===== config.mk =====
export PLATFORM = sky130hd
export DESIGN_NAME = cmp_oe_gate
export DESIGN_NICKNAME = d
export VERILOG_FILES = /design/src/rtl/cmp_oe_pkg.sv /design/src/rtl/cmp_oe_sync.sv /design/src/rtl/cmp_oe_regs.sv /design/src/rtl/cmp_oe_mask.sv /design/src/rtl/cmp_oe_gate.sv
export SDC_FILE = /design/constraint.sdc
export NUM_CORES = 1
export LEC_CHECK = 0
export BUFFER_PORTS_ARGS = -buffer_cell sky130_fd_sc_hd__buf_2
export CAP_MARGIN = 20
export CORE_UTILIZATION = 36
export DETAILED_ROUTE_END_ITERATION = 10
export GPL_TIMING_DRIVEN = 0
export PLACE_DENSITY = 0.77
export SYNTH_ARGS = -nofsm -noshare
export SYNTH_HDL_FRONTEND = slang
export SYNTH_SLANG_ARGS = --single-unit

===== constraint.sdc =====
create_clock -name clk -period 3.81 [get_ports clk]
set_clock_uncertainty 0.15 [all_clocks]
set_input_delay 0.5715 -clock clk [delete_from_list [all_inputs] [get_ports clk]]
set_output_delay 0.5715 -clock clk [all_outputs]
set_load 0.02 [all_outputs]

===== src/rtl/cmp_oe_pkg.sv =====
package cmp_oe_pkg;

  localparam int DATA_W   = 16;
  localparam int ADDR_W   = 2;
  localparam int TRIP_LSB = 8;

  typedef enum logic [ADDR_W-1:0] {
    A_MODE  = 2'd0,
    A_GROUP = 2'd1,
    A_INDEP = 2'd2,
    A_PROT  = 2'd3
  } reg_addr_e;

  typedef struct packed {
    logic mode_ind;
    logic grp_tmr_en;
    logic grp_full_en;
    logic irq_mask;
  } ctrl_t;

  // grouped enables: first n_tmr bits take tmr_en, the rest up to n_out take full_en
  function automatic logic [DATA_W-1:0] group_oe(input int n_tmr, input int n_out,
                                                 input logic tmr_en, input logic full_en);
    logic [DATA_W-1:0] v;
    v = '0;
    for (int i = 0; i < DATA_W; i++) begin
      if (i < n_tmr)      v[i] = tmr_en;
      else if (i < n_out) v[i] = full_en;
    end
    return v;
  endfunction

  // per-output enables with per-output trip kill
  function automatic logic [DATA_W-1:0] indep_oe(input logic [DATA_W-1:0] en,
                                                 input logic [DATA_W-1:0] trip_en,
                                                 input logic [DATA_W-1:0] trip_low);
    return en & ~(trip_en & trip_low);
  endfunction

endpackage


===== src/rtl/cmp_oe_sync.sv =====
module cmp_oe_sync #(
  parameter int W      = 5,
  parameter int STAGES = 2
) (
  input  logic         clk,
  input  logic         rst_n,
  input  logic [W-1:0] d_n,
  output logic [W-1:0] q_n
);

  logic [W-1:0] pipe [STAGES];

  for (genvar g = 0; g < STAGES; g++) begin : g_stage
    if (g == 0) begin : g_first
      always_ff @(posedge clk or negedge rst_n) begin
        if (!rst_n) pipe[g] <= '1;
        else        pipe[g] <= d_n;
      end
    end else begin : g_next
      always_ff @(posedge clk or negedge rst_n) begin
        if (!rst_n) pipe[g] <= '1;
        else        pipe[g] <= pipe[g-1];
      end
    end
  end

  assign q_n = pipe[STAGES-1];

endmodule


===== src/rtl/cmp_oe_regs.sv =====
module cmp_oe_regs
  import cmp_oe_pkg::*;
#(
  parameter int NUM_OUT = 5
) (
  input  logic              clk,
  input  logic              rst_n,
  input  logic              we,
  input  logic [ADDR_W-1:0] addr,
  input  logic [DATA_W-1:0] wdata,
  output logic [DATA_W-1:0] rdata,
  input  logic              trip_hit,
  output ctrl_t             ctrl,
  output logic [NUM_OUT-1:0] out_en,
  output logic [NUM_OUT-1:0] trip_en,
  output logic              flag
);

  logic flag_clr;
  logic unused_wdata;

  assign flag_clr     = we && (addr == A_PROT) && wdata[0];
  assign unused_wdata = ^wdata;

  always_ff @(posedge clk or negedge rst_n) begin
    if (!rst_n) begin
      ctrl    <= '0;
      out_en  <= '0;
      trip_en <= '0;
    end else if (we) begin
      case (reg_addr_e'(addr))
        A_MODE:  ctrl.mode_ind <= wdata[0];
        A_GROUP: begin
          ctrl.grp_tmr_en  <= wdata[0];
          ctrl.grp_full_en <= wdata[1];
        end
        A_INDEP: begin
          out_en  <= wdata[NUM_OUT-1:0];
          trip_en <= wdata[TRIP_LSB+NUM_OUT-1:TRIP_LSB];
        end
        A_PROT:  ctrl.irq_mask <= wdata[1];
        default: ;
      endcase
    end
  end

  // sticky flag: a set in the same cycle wins over the clear
  always_ff @(posedge clk or negedge rst_n) begin
    if (!rst_n) flag <= 1'b0;
    else        flag <= (flag && !flag_clr) || trip_hit;
  end

  always_comb begin
    rdata = '0;
    case (reg_addr_e'(addr))
      A_MODE:  rdata[0] = ctrl.mode_ind;
      A_GROUP: rdata[1:0] = {ctrl.grp_full_en, ctrl.grp_tmr_en};
      A_INDEP: begin
        rdata[NUM_OUT-1:0]                 = out_en;
        rdata[TRIP_LSB+NUM_OUT-1:TRIP_LSB] = trip_en;
      end
      A_PROT:  rdata[1:0] = {ctrl.irq_mask, flag};
      default: rdata = '0;
    endcase
  end

  AST_FLAG_SETS: assert property (@(posedge clk) disable iff (!rst_n)
    trip_hit |=> flag);
  AST_W1C_CLEARS: assert property (@(posedge clk) disable iff (!rst_n)
    (flag_clr && !trip_hit) |=> !flag);
  AST_FLAG_STICKY: assert property (@(posedge clk) disable iff (!rst_n)
    (flag && !flag_clr) |=> flag);

endmodule


===== src/rtl/cmp_oe_mask.sv =====
module cmp_oe_mask
  import cmp_oe_pkg::*;
#(
  parameter int NUM_TMR  = 2,
  parameter int NUM_FULL = 3,
  localparam int NUM_OUT = NUM_TMR + NUM_FULL
) (
  input  logic               clk,
  input  logic               rst_n,
  input  ctrl_t              ctrl,
  input  logic [NUM_OUT-1:0] out_en,
  input  logic [NUM_OUT-1:0] trip_en,
  input  logic [NUM_OUT-1:0] trip_low,
  input  logic               flag,
  output logic [NUM_OUT-1:0] oe,
  output logic               trip_hit
);

  logic [DATA_W-1:0] grp_v;
  logic [DATA_W-1:0] ind_v;
  logic              unused_hi;

  assign grp_v = group_oe(NUM_TMR, NUM_OUT, ctrl.grp_tmr_en, ctrl.grp_full_en);
  assign ind_v = indep_oe(DATA_W'(out_en), DATA_W'(trip_en), DATA_W'(trip_low));
  assign unused_hi = ^{grp_v, ind_v};

  // grouped: mask gates the direct trip path; independent: per-trip enables
  assign trip_hit = ctrl.mode_ind ? |(trip_low & trip_en)
                                  : (ctrl.irq_mask && (|trip_low));

  always_comb begin
    if (ctrl.mode_ind) oe = ind_v[NUM_OUT-1:0];
    else if (flag)     oe = '0;
    else               oe = grp_v[NUM_OUT-1:0];
  end

  AST_GRP_FLAG_BLOCKS: assert property (@(posedge clk) disable iff (!rst_n)
    (!ctrl.mode_ind && flag) |-> (oe == '0));
  AST_IND_FLAG_NO_GATE: assert property (@(posedge clk) disable iff (!rst_n)
    (ctrl.mode_ind && trip_low == '0) |-> (oe == out_en));

  for (genvar g = 0; g < NUM_OUT; g++) begin : g_chk
    AST_IND_TRIP_OFF: assert property (@(posedge clk) disable iff (!rst_n)
      (ctrl.mode_ind && trip_en[g] && trip_low[g]) |-> !oe[g]);
  end

endmodule


===== src/rtl/cmp_oe_gate.sv =====
module cmp_oe_gate
  import cmp_oe_pkg::*;
#(
  parameter int NUM_TMR     = 2,
  parameter int NUM_FULL    = 3,
  parameter int SYNC_STAGES = 2
) (
  input  logic                        clk,
  input  logic                        rst_n,
  input  logic [NUM_TMR-1:0]          cmp_tmr_i,
  input  logic [NUM_FULL-1:0]         cmp_full_i,
  input  logic [NUM_TMR+NUM_FULL-1:0] trip_n_i,
  input  logic                        reg_we,
  input  logic [1:0]                  reg_addr,
  input  logic [15:0]                 reg_wdata,
  output logic [15:0]                 reg_rdata,
  output logic [NUM_TMR+NUM_FULL-1:0] pwm_out,
  output logic [NUM_TMR+NUM_FULL-1:0] pwm_oe,
  output logic                        prot_flag,
  output logic                        irq
);

  localparam int NUM_OUT = NUM_TMR + NUM_FULL;

  ctrl_t              ctrl;
  logic [NUM_OUT-1:0] out_en;
  logic [NUM_OUT-1:0] trip_en;
  logic [NUM_OUT-1:0] trip_sync_n;
  logic [NUM_OUT-1:0] trip_low;
  logic [NUM_OUT-1:0] cmp_all;
  logic               trip_hit;

  cmp_oe_sync #(.W(NUM_OUT), .STAGES(SYNC_STAGES)) u_sync (
    .clk   (clk),
    .rst_n (rst_n),
    .d_n   (trip_n_i),
    .q_n   (trip_sync_n)
  );

  assign trip_low = ~trip_sync_n;

  cmp_oe_regs #(.NUM_OUT(NUM_OUT)) u_regs (
    .clk      (clk),
    .rst_n    (rst_n),
    .we       (reg_we),
    .addr     (reg_addr),
    .wdata    (reg_wdata),
    .rdata    (reg_rdata),
    .trip_hit (trip_hit),
    .ctrl     (ctrl),
    .out_en   (out_en),
    .trip_en  (trip_en),
    .flag     (prot_flag)
  );

  cmp_oe_mask #(.NUM_TMR(NUM_TMR), .NUM_FULL(NUM_FULL)) u_mask (
    .clk      (clk),
    .rst_n    (rst_n),
    .ctrl     (ctrl),
    .out_en   (out_en),
    .trip_en  (trip_en),
    .trip_low (trip_low),
    .flag     (prot_flag),
    .oe       (pwm_oe),
    .trip_hit (trip_hit)
  );

  assign cmp_all = {cmp_full_i, cmp_tmr_i};
  assign pwm_out = cmp_all & pwm_oe;
  assign irq     = prot_flag && ctrl.irq_mask;

  AST_IRQ_NEEDS_FLAG: assert property (@(posedge clk) disable iff (!rst_n)
    irq |-> prot_flag);
  AST_OUT_GATED: assert property (@(posedge clk) disable iff (!rst_n)
    ((pwm_out & ~pwm_oe) == '0));

endmodule


== Yosys cells after proc, flatten, opt, wreduce, memory -nomap -nowiden ==
Cells that the tools add are included.
Word-level totals
  register bits after elaboration: 25
  bits of input ports: 31
  output and inout port bits: 28
  logic and storage cells: 39
Cells by class
  equality and inequality tests: 3
  muxes and demuxes: 7
  bitwise operators: 6
  reductions and logical operators: 14
Operators with widths (number)
  $and 5x5->5: 4
  $mux 5: 3
  $not 5->5: 2
  $reduce_or 5->1: 2
  $reduce_and 2->1: 4
  $logic_and 1x1->1: 5
  $eq 2x2->1 const B: 2
  $pmux 1 s4: 1
  $mux 3: 1
  $pmux 1 s3: 1
  $eq 2x1->1 const B: 1
  $logic_not 2->1: 1
  $logic_not 1->1: 1
  $logic_or 1x1->1: 1
  $mux 1: 1

== Logic depth before layout (Yosys ltp) ==
Gate-level depths: netlist of the first run.
  depth after elaboration: 6
  mapped depth: 6
  depth with buffers taken out: 4

== Hierarchy ==
Synthesis of the first run repeated with hierarchy kept, for this count alone.
Unflattened totals
  cells, all modules: 103
  area, all modules: 1290.0 sq um
Modules (own cells, without submodules)
  cmp_oe_regs: instances 1, cells each 58, area an instance 809.5 sq um, seq. area each 375.4 sq um
  cmp_oe_sync: instances 1, cells each 15, area an instance 300.3 sq um, seq. area each 262.8 sq um
  cmp_oe_mask: instances 1, cells each 19, area an instance 123.9 sq um, seq. area each 0.0 sq um
  cmp_oe_gate: instances 1, cells each 11, area an instance 56.3 sq um, seq. area each 0.0 sq um

== Worst setup path after synthesis of the first run ==
Ideal clock, no wire load.
  path type: input to output
  from: in reg_addr[0]
  to: out reg_rdata[0]
  arrival time: 1409 ps
  required time: 3089 ps
  path slack: 1679 ps
  cell stages on the path: 2
  buffers on the path: 1
  path through: buf_2 > mux4_1
Between the ends
  cells in the longest elaborated chain, start to end: 2
  elaborated cells between the ends (all ways): 5
  those cells by class: eq/ne (3); mux (1); reduce/logical (1)
RTL lines
  start: declaration: line cmp_oe_gate.sv:14  | input logic [1:0] reg_addr,
  $eq 2x2->1, or another cell as far along: line cmp_oe_regs.sv:55  | case (reg_addr_e'(addr))
  $pmux 1 s4 *: line cmp_oe_regs.sv:55
  end: declaration: line cmp_oe_gate.sv:16  | output logic [15:0] reg_rdata,
Every way passes the cells marked *; elsewhere a longest branch is shown, timed or not.

== Final worst setup path of the first run ==
  from: reg, netlist name u_regs.ctrl[3]
  to: out pwm_out[2]
Between the ends
  cells in the longest elaborated chain, start to end: 2
RTL lines
  $mux 5: line cmp_oe_mask.sv:32  | if (ctrl.mode_ind) oe = ind_v[NUM_OUT-1:0];
  $and 5x5->5: line cmp_oe_gate.sv:69  | assign pwm_out = cmp_all & pwm_oe;
  end: declaration: line cmp_oe_gate.sv:17  | output logic [NUM_TMR+NUM_FULL-1:0] pwm_out,
Every way passes these cells.

==> run metrics, run 1 <==
Slew Limit Fails=0; 1st-iter DRT viols=18; placed cell count=192; DRC Markers=0; grt ovf=0; Routed wire per std cell=12.2 µm; fmax=417 MHz; Die Area=3560 µm²; Detail Placement HPWL=1880 µm; Row Count=20; cell area after synthesis=1200 µm²; Sink Count=25; Reg2Reg Depth=4; DR pass1 iterations=4; Switching Power=0.194 mW; Clk pwr share=0.187; Multi-input gate area=508 µm²; status=completed; Via Count=875; final net count=184; input/output buffers=45; hold_buf cts=0; Final WS setup=1410 ps; Die X=59.7 µm; fill count=317; Gate Count Post-Synth=98; Hold Path Class=input pin to async pin; largest net degree at the start of global routing=26; vias per cell=4.46; critical path required time=3090 ps; Die Y=59.7 µm; reg2reg setup slack=2540 ps; Post-CTS Setup Inserts=0; Total Neg Setup Slack=0 ps; area grow syn2layout=27.5%; sequential cell area=638 µm²; Slew headroom=0.647; library cells used by synthesis=22; first-pass GRT wire length=3760 µm; final WL=2390 µm; R2R Path End=u_regs.flag$_DFF_PN0_; Worst-path clk slew=140 ps; Clock Tree Root=clkbuf_4; Peak supply drop=0.251 mV; starting density of the core=0.386; Net Sw Frac=0.312; period utilization=0.629; critical path class=flop to output pin; Resized cells post-CTS=0; Bufs on Longest Clock Path=2; Critical Path Fanout Max=10; fin crit period=2400 ps; share of cells above drive strength 1=0.559; worst-skew pair later-pin latency=310 ps; Startpoint Class=flop; endpoints failing hold=0; total CTS buffers=3; global-route usage over all layers=0.142; Ports=59; vias in the first global route=835; # diodes=0; CTS tree=built; post-synthesis sequential area ratio=0.533; Ys Warns=0; Setup Viol. Count Final=0; Synth Register Bits=25; Core Area=3100 µm²; Worst-Margin Slew=529 ps; Crit. End Element=output pin; Placer Congestion=0.771; mean cell area of the mapped netlist=12.2 µm²; initial antenna violation count=0; critical path data arrival time=1680 ps; Int Power=0.429 mW; H-tree depth=1; reg2reg start=u_sync.q_n[2]$_DFF_PN1_; Util after Layout=0.492; DP Worst Slack=1610 ps; RSZ-0062 raised after global routing=false; max_cap viols=0; final cell count without fillers=196; Lkg Pwr=0.788 nW; Reg power frac=0.529; ANT nets after route=0; Comb pwr share=0.283; Power Density=408 nW/µm²
==> synth_stat cells (all sizes together) <==
library cell	number	area [µm²]
and2	15	93.8
dfrtp	15	375
mux2	12	165
dfstp	10	263
buf	9	66.3
nand2	9	36.3
o21ai	7	35.0
nand2b	5	31.3
a31o	3	26.3
nand3	3	15.0
a32o	2	20.0
nor2	2	7.51
conb	1	3.75
inv	1	3.75
mux4	1	26.3
nand3b	1	7.51
nor2b	1	13.8
o211ai	1	7.51
==> registers in the layout, summed over array words and instances, names as in the netlist <==
register / cells
u_regs.out_en: 5
u_regs.trip_en: 5
u_sync.pipe: 5
u_sync.q_n: 5
u_regs.ctrl: 4
u_regs.flag: 1
==> critical path, cell delays in order, from the launching register on <==
cell	delay (ps)
dfrtp_1	350
buf_2	200
nor2_1	100
and2_1	190
a31o_2	220
and2_1	150
buf_2	150
==> layout make-up <==
| cell class | instances | share of cell area |
|---|---|---|
| sequential | 25 | 0.418 |
| multi-input combinational | 68 | 0.333 |
| timing repair buffer | 45 | 0.148 |
| buffer | 9 | 0.0434 |
| tap | 44 | 0.0361 |
| clock buffer | 3 | 0.0148 |
| clock inverter | 1 | 0.00492 |
| inverter | 1 | 0.00246 |
==> through the flow <==
step	instance area [µm²]	power [mW]	hold WS [ps]
final	1530	0.623	66.2
after global routing	1530	0.662	85.0
after CTS	1530	0.630	80.8
after detailed placement	1500	0.512	200
after global placement	1500	0.505	196
after floorplan	1220	0.449	126
==> placed cells by master (no fill, tap or decap), drive strengths merged <==
| cell type | count |
|---|---|
| o211ai | 1 |
| nand2 | 9 |
| dfrtp | 15 |
| nor2b | 1 |
| clkinvlp | 1 |
| a32o | 2 |
| nor2 | 2 |
| buf | 54 |
| mux2 | 12 |
| a31o | 3 |
| conb | 6 |
| o21ai | 7 |
| inv | 1 |
| clkbuf | 3 |
| nand2b | 5 |
| nand3b | 1 |
| nand3 | 3 |
| and2 | 15 |
| mux4 | 1 |
| dfstp | 10 |
==> worst max-delay path by stage <==
stage | slack (ps) | from | end
6_report | 1410 | u_regs.ctrl[3]$_DFFE_PN0P_ | pwm_out[2]
4_1_cts | 1390 | u_regs.ctrl[3]$_DFFE_PN0P_ | pwm_out[2]
5_1_grt | 1290 | u_regs.ctrl[3]$_DFFE_PN0P_ | pwm_out[2]
2_1_floorplan | 1680 | reg_addr[0] | reg_rdata[0]
3_3_place_gp | 1630 | reg_addr[0] | reg_rdata[0]
3_5_place_dp | 1610 | reg_addr[0] | reg_rdata[0]
==> kinds of logic after synthesis <==
logic type             Yosys count  share of synthesized area
flip-flops                      25                      0.533
AO/OA/AOI/OAI                   13                     0.0742
AND/OR/NAND/NOR                 36                      0.171
multiplexers                    13                      0.160
other                            1                    0.00313
buffers and inverters           10                     0.0585
==> layer usage <==
| metal | up-vias | global-route usage | routed length [µm] |
|---|---|---|---|
| met1 | 410 | 0.182 | 991 |
| met5 | - | 0 | 0 |
| met2 | 34 | 0.246 | 1240 |
| li1 | 429 | - | - |
| met4 | 0 | 0.0299 | 8 |
| met3 | 2 | 0.0303 | 150 |
==> power groups by stage <==
stage               logic [mW]  clock network [mW]  registers [mW]
finish                   0.176               0.117           0.330
global route             0.192               0.135           0.335
floorplan                0.125                   0           0.325
detailed placement       0.178                   0           0.334
CTS                      0.179               0.122           0.329
global placement         0.174                   0           0.331
Power figures use the tool's default switching activity.
==> run 2: changes to the inputs <==
--- a/config.mk
+++ b/config.mk
@@ -5,12 +5,13 @@
 export SDC_FILE = /design/constraint.sdc
 export NUM_CORES = 1
 export LEC_CHECK = 0
+export ABC_AREA = 1
 export BUFFER_PORTS_ARGS = -buffer_cell sky130_fd_sc_hd__buf_2
 export CAP_MARGIN = 20
 export CORE_UTILIZATION = 36
 export DETAILED_ROUTE_END_ITERATION = 10
 export GPL_TIMING_DRIVEN = 0
-export PLACE_DENSITY = 0.77
+export PLACE_DENSITY = 0.79
 export SYNTH_ARGS = -nofsm -noshare
 export SYNTH_HDL_FRONTEND = slang
 export SYNTH_SLANG_ARGS = --single-unit
==> constraint.sdc (replaced) <==
create_clock -name clk -period 1.9 [get_ports clk]
set_clock_uncertainty 0.15 [all_clocks]
set_input_delay 0.285 -clock clk [delete_from_list [all_inputs] [get_ports clk]]
set_output_delay 0.285 -clock clk [all_outputs]
set_load 0.02 [all_outputs]
==> run 2 against run 1 <==
Count of clock-buffer cells in the layout did not move. Synthesized cell count increased by 44%. Combinational power increased by 120%.
==> run metrics, run 2 <==
top cells by area, synth=dfrtp_1, dfstp_2, nand2_1; Util after Layout=0.534; most frequent cells after synthesis=nand2_1, inv_1, nor2_1; # diodes=0; critical path class=flop to output pin; Via Count=1,073; vias in the first global route=947; Total Neg Setup Slack=0 ps; fin crit period=1840 ps; starting density of the core=0.393; post-synthesis sequential area ratio=0.515; finished layout cell area=1680 µm²; area grow syn2layout=36.0%; fmax=545 MHz; Routed wire per std cell=10.4 µm; Power Density=750 nW/µm²; Peak supply drop=0.396 mV; DRC Markers=0; Detail Placement HPWL=1940 µm; reg2reg setup slack=670 ps; final WL=2550 µm; CTS tree=built; Core Area=3150 µm²; share of cells above drive strength 1=0.448; critical path required time=1460 ps; library cells used by synthesis=22; period utilization=0.966; Sink Count=25; Slew Limit Fails=0; 1st-iter DRT viols=25; Crit. End Element=output pin; DR pass1 iterations=6; input/output buffers=45; H-tree depth=1; Ys Warns=0; Startpoint Class=flop; most frequent cells in the layout=buf_2, nand2_1, inv_1; Die Area=3680 µm²; Critical Path Fanout Max=6; Row Count=20; Gate Count Post-Synth=141; placed cell count=235; Post-synth EDFFs=0; Setup Viol. Count Final=0; vias per cell=4.38; count leader, synth=nand2_1; grt peak-use layer=met2; hold slack=58.6 ps; RSZ-0062 raised after global routing=true; Worst path max stage delay=470 ps; total CTS buffers=3; area leader, netlist=dfrtp_1; Die X=60.7 µm; global-route usage over all layers=0.146; ys flop type=dfrtp_1; Top delay family on crit path=flip-flops; grt ovf=0; top cell type's share of synthesized area=0.303; Cell Chain, Critical Path=inv_1, nand3_4, a21boi_1, buf_4; critical path data arrival time=1400 ps; Post-CTS Setup Inserts=0; Synth Register Bits=25; DP Worst Slack=219 ps; Bufs on Longest Clock Path=2; most common cell after layout, fill and taps aside=buf_2; Clock Tree Root=clkbuf_4; GR Util met1=0.188; initial antenna violation count=0; met2 Usage GRT=0.259; final net count=233; crit path max-delay cell type=dfrtp_1; Slew headroom=0.645; ANT nets after route=0; Hold Path Class=input pin to flop; Die Y=60.7 µm; mean cell area of the mapped netlist=8.79 µm²; Worst-Margin Slew=532 ps; placed cell areas=1540 µm²; final cell count without fillers=245; first-pass GRT wire length=3990 µm; number of buffer and inverter stages on the critical path=2; cell area after synthesis=1240 µm²; Final WS setup=64.1 ps; largest net degree at the start of global routing=26; max_cap viols=0; endpoints failing hold=0; met3 capacity usage during global routing=0.0235; Placer Congestion=0.833; Ports=59; Worst-path clk slew=140 ps; Lkg Pwr=0.921 nW; worst-skew pair later-pin latency=310 ps; Design Power=1.26 mW; fill count=329; status=completed; FFs w/ async S/R, synth=1.00
[run 2: changes by cell type after synthesis, moves of 3 or more]
| cell | previous run | this run |
|---|---|---|
| a21boi_0 | 0 | 5 |
| a21oi_2 | 0 | 8 |
| a31o_2 | 3 | 0 |
| and2_1 | 15 | 0 |
| inv_1 | 1 | 20 |
| mux2_2 | 4 | 0 |
| mux2_4 | 8 | 0 |
| nand2_1 | 8 | 25 |
| nand2b_1 | 5 | 0 |
| nand3_1 | 3 | 16 |
| nor2_1 | 2 | 17 |
| o21ai_0 | 7 | 4 |
[run 2: cell families after synthesis]
| logic type | share of synthesized area |
|---|---|
| AND/OR/NAND/NOR | 0.216 |
| buffers and inverters | 0.133 |
| flip-flops | 0.515 |
| AO/OA/AOI/OAI | 0.132 |
| other | 0.00303 |
[run 2: worst reg2reg max path, cell delays in order (launching register included)]
cell and delay, ps:
dfstp_2 560, inv_1 40, nand2_1 90, nand2_1 60, o21ai_0 170, nand2_1 60
[run 2: power breakdown]
part	internal [mW]	switching, mW	total [mW]
combinational	0.152	0.234	0.387
sequential	0.600	0.0413	0.641
clock	0.0801	0.155	0.235
[run 2: area by class of cell]
| class | count | area (µm²) | share of cell area |
|---|---|---|---|
| sequential | 25 | 638 | 0.379 |
| multi-input combinational | 90 | 493 | 0.293 |
| timing repair buffer | 51 | 298 | 0.177 |
| buffer | 10 | 88.8 | 0.0527 |
| inverter | 21 | 81.3 | 0.0483 |
| tap | 44 | 55.1 | 0.0327 |
| clock buffer | 3 | 22.5 | 0.0134 |
| clock inverter | 1 | 7.51 | 0.00446 |
[run 2: worst paths after layout]
check / start / cells after the start / end
max in group asynchronous: rst_n / 2 / u_sync.q_n[0]$_DFF_PN1_
min in group asynchronous: rst_n / 2 / u_regs.ctrl[0]$_DFFE_PN0P_
setup / recovery: u_regs.flag$_DFF_PN0_ / 4 / pwm_out[2]
hold / removal: reg_wdata[11] / 3 / u_regs.trip_en[3]$_DFFE_PN0P_
hold reg to reg: u_sync.pipe[6]$_DFF_PN1_ / 0 / u_sync.q_n[1]$_DFF_PN1_
setup reg to reg: u_sync.q_n[1]$_DFF_PN1_ / 5 / u_regs.flag$_DFF_PN0_
[run 2: routing by layer]
metal / share of wire / wire length, µm / vias up
met4: 0.0063 / 16 / 0
met2: 0.47 / 1210 / 38
met3: 0.053 / 135 / 2
met5: 0 / 0 / -
met1: 0.47 / 1190 / 481
li1: - / - / 552
[run 2: repair_timing]
item                                   CTS  global route
pin swaps                                0             1
resized for setup                        4            18
endpoints found under the hold margin   20             0
setup endpoints to repair                5             5
hold buffers                             6             0
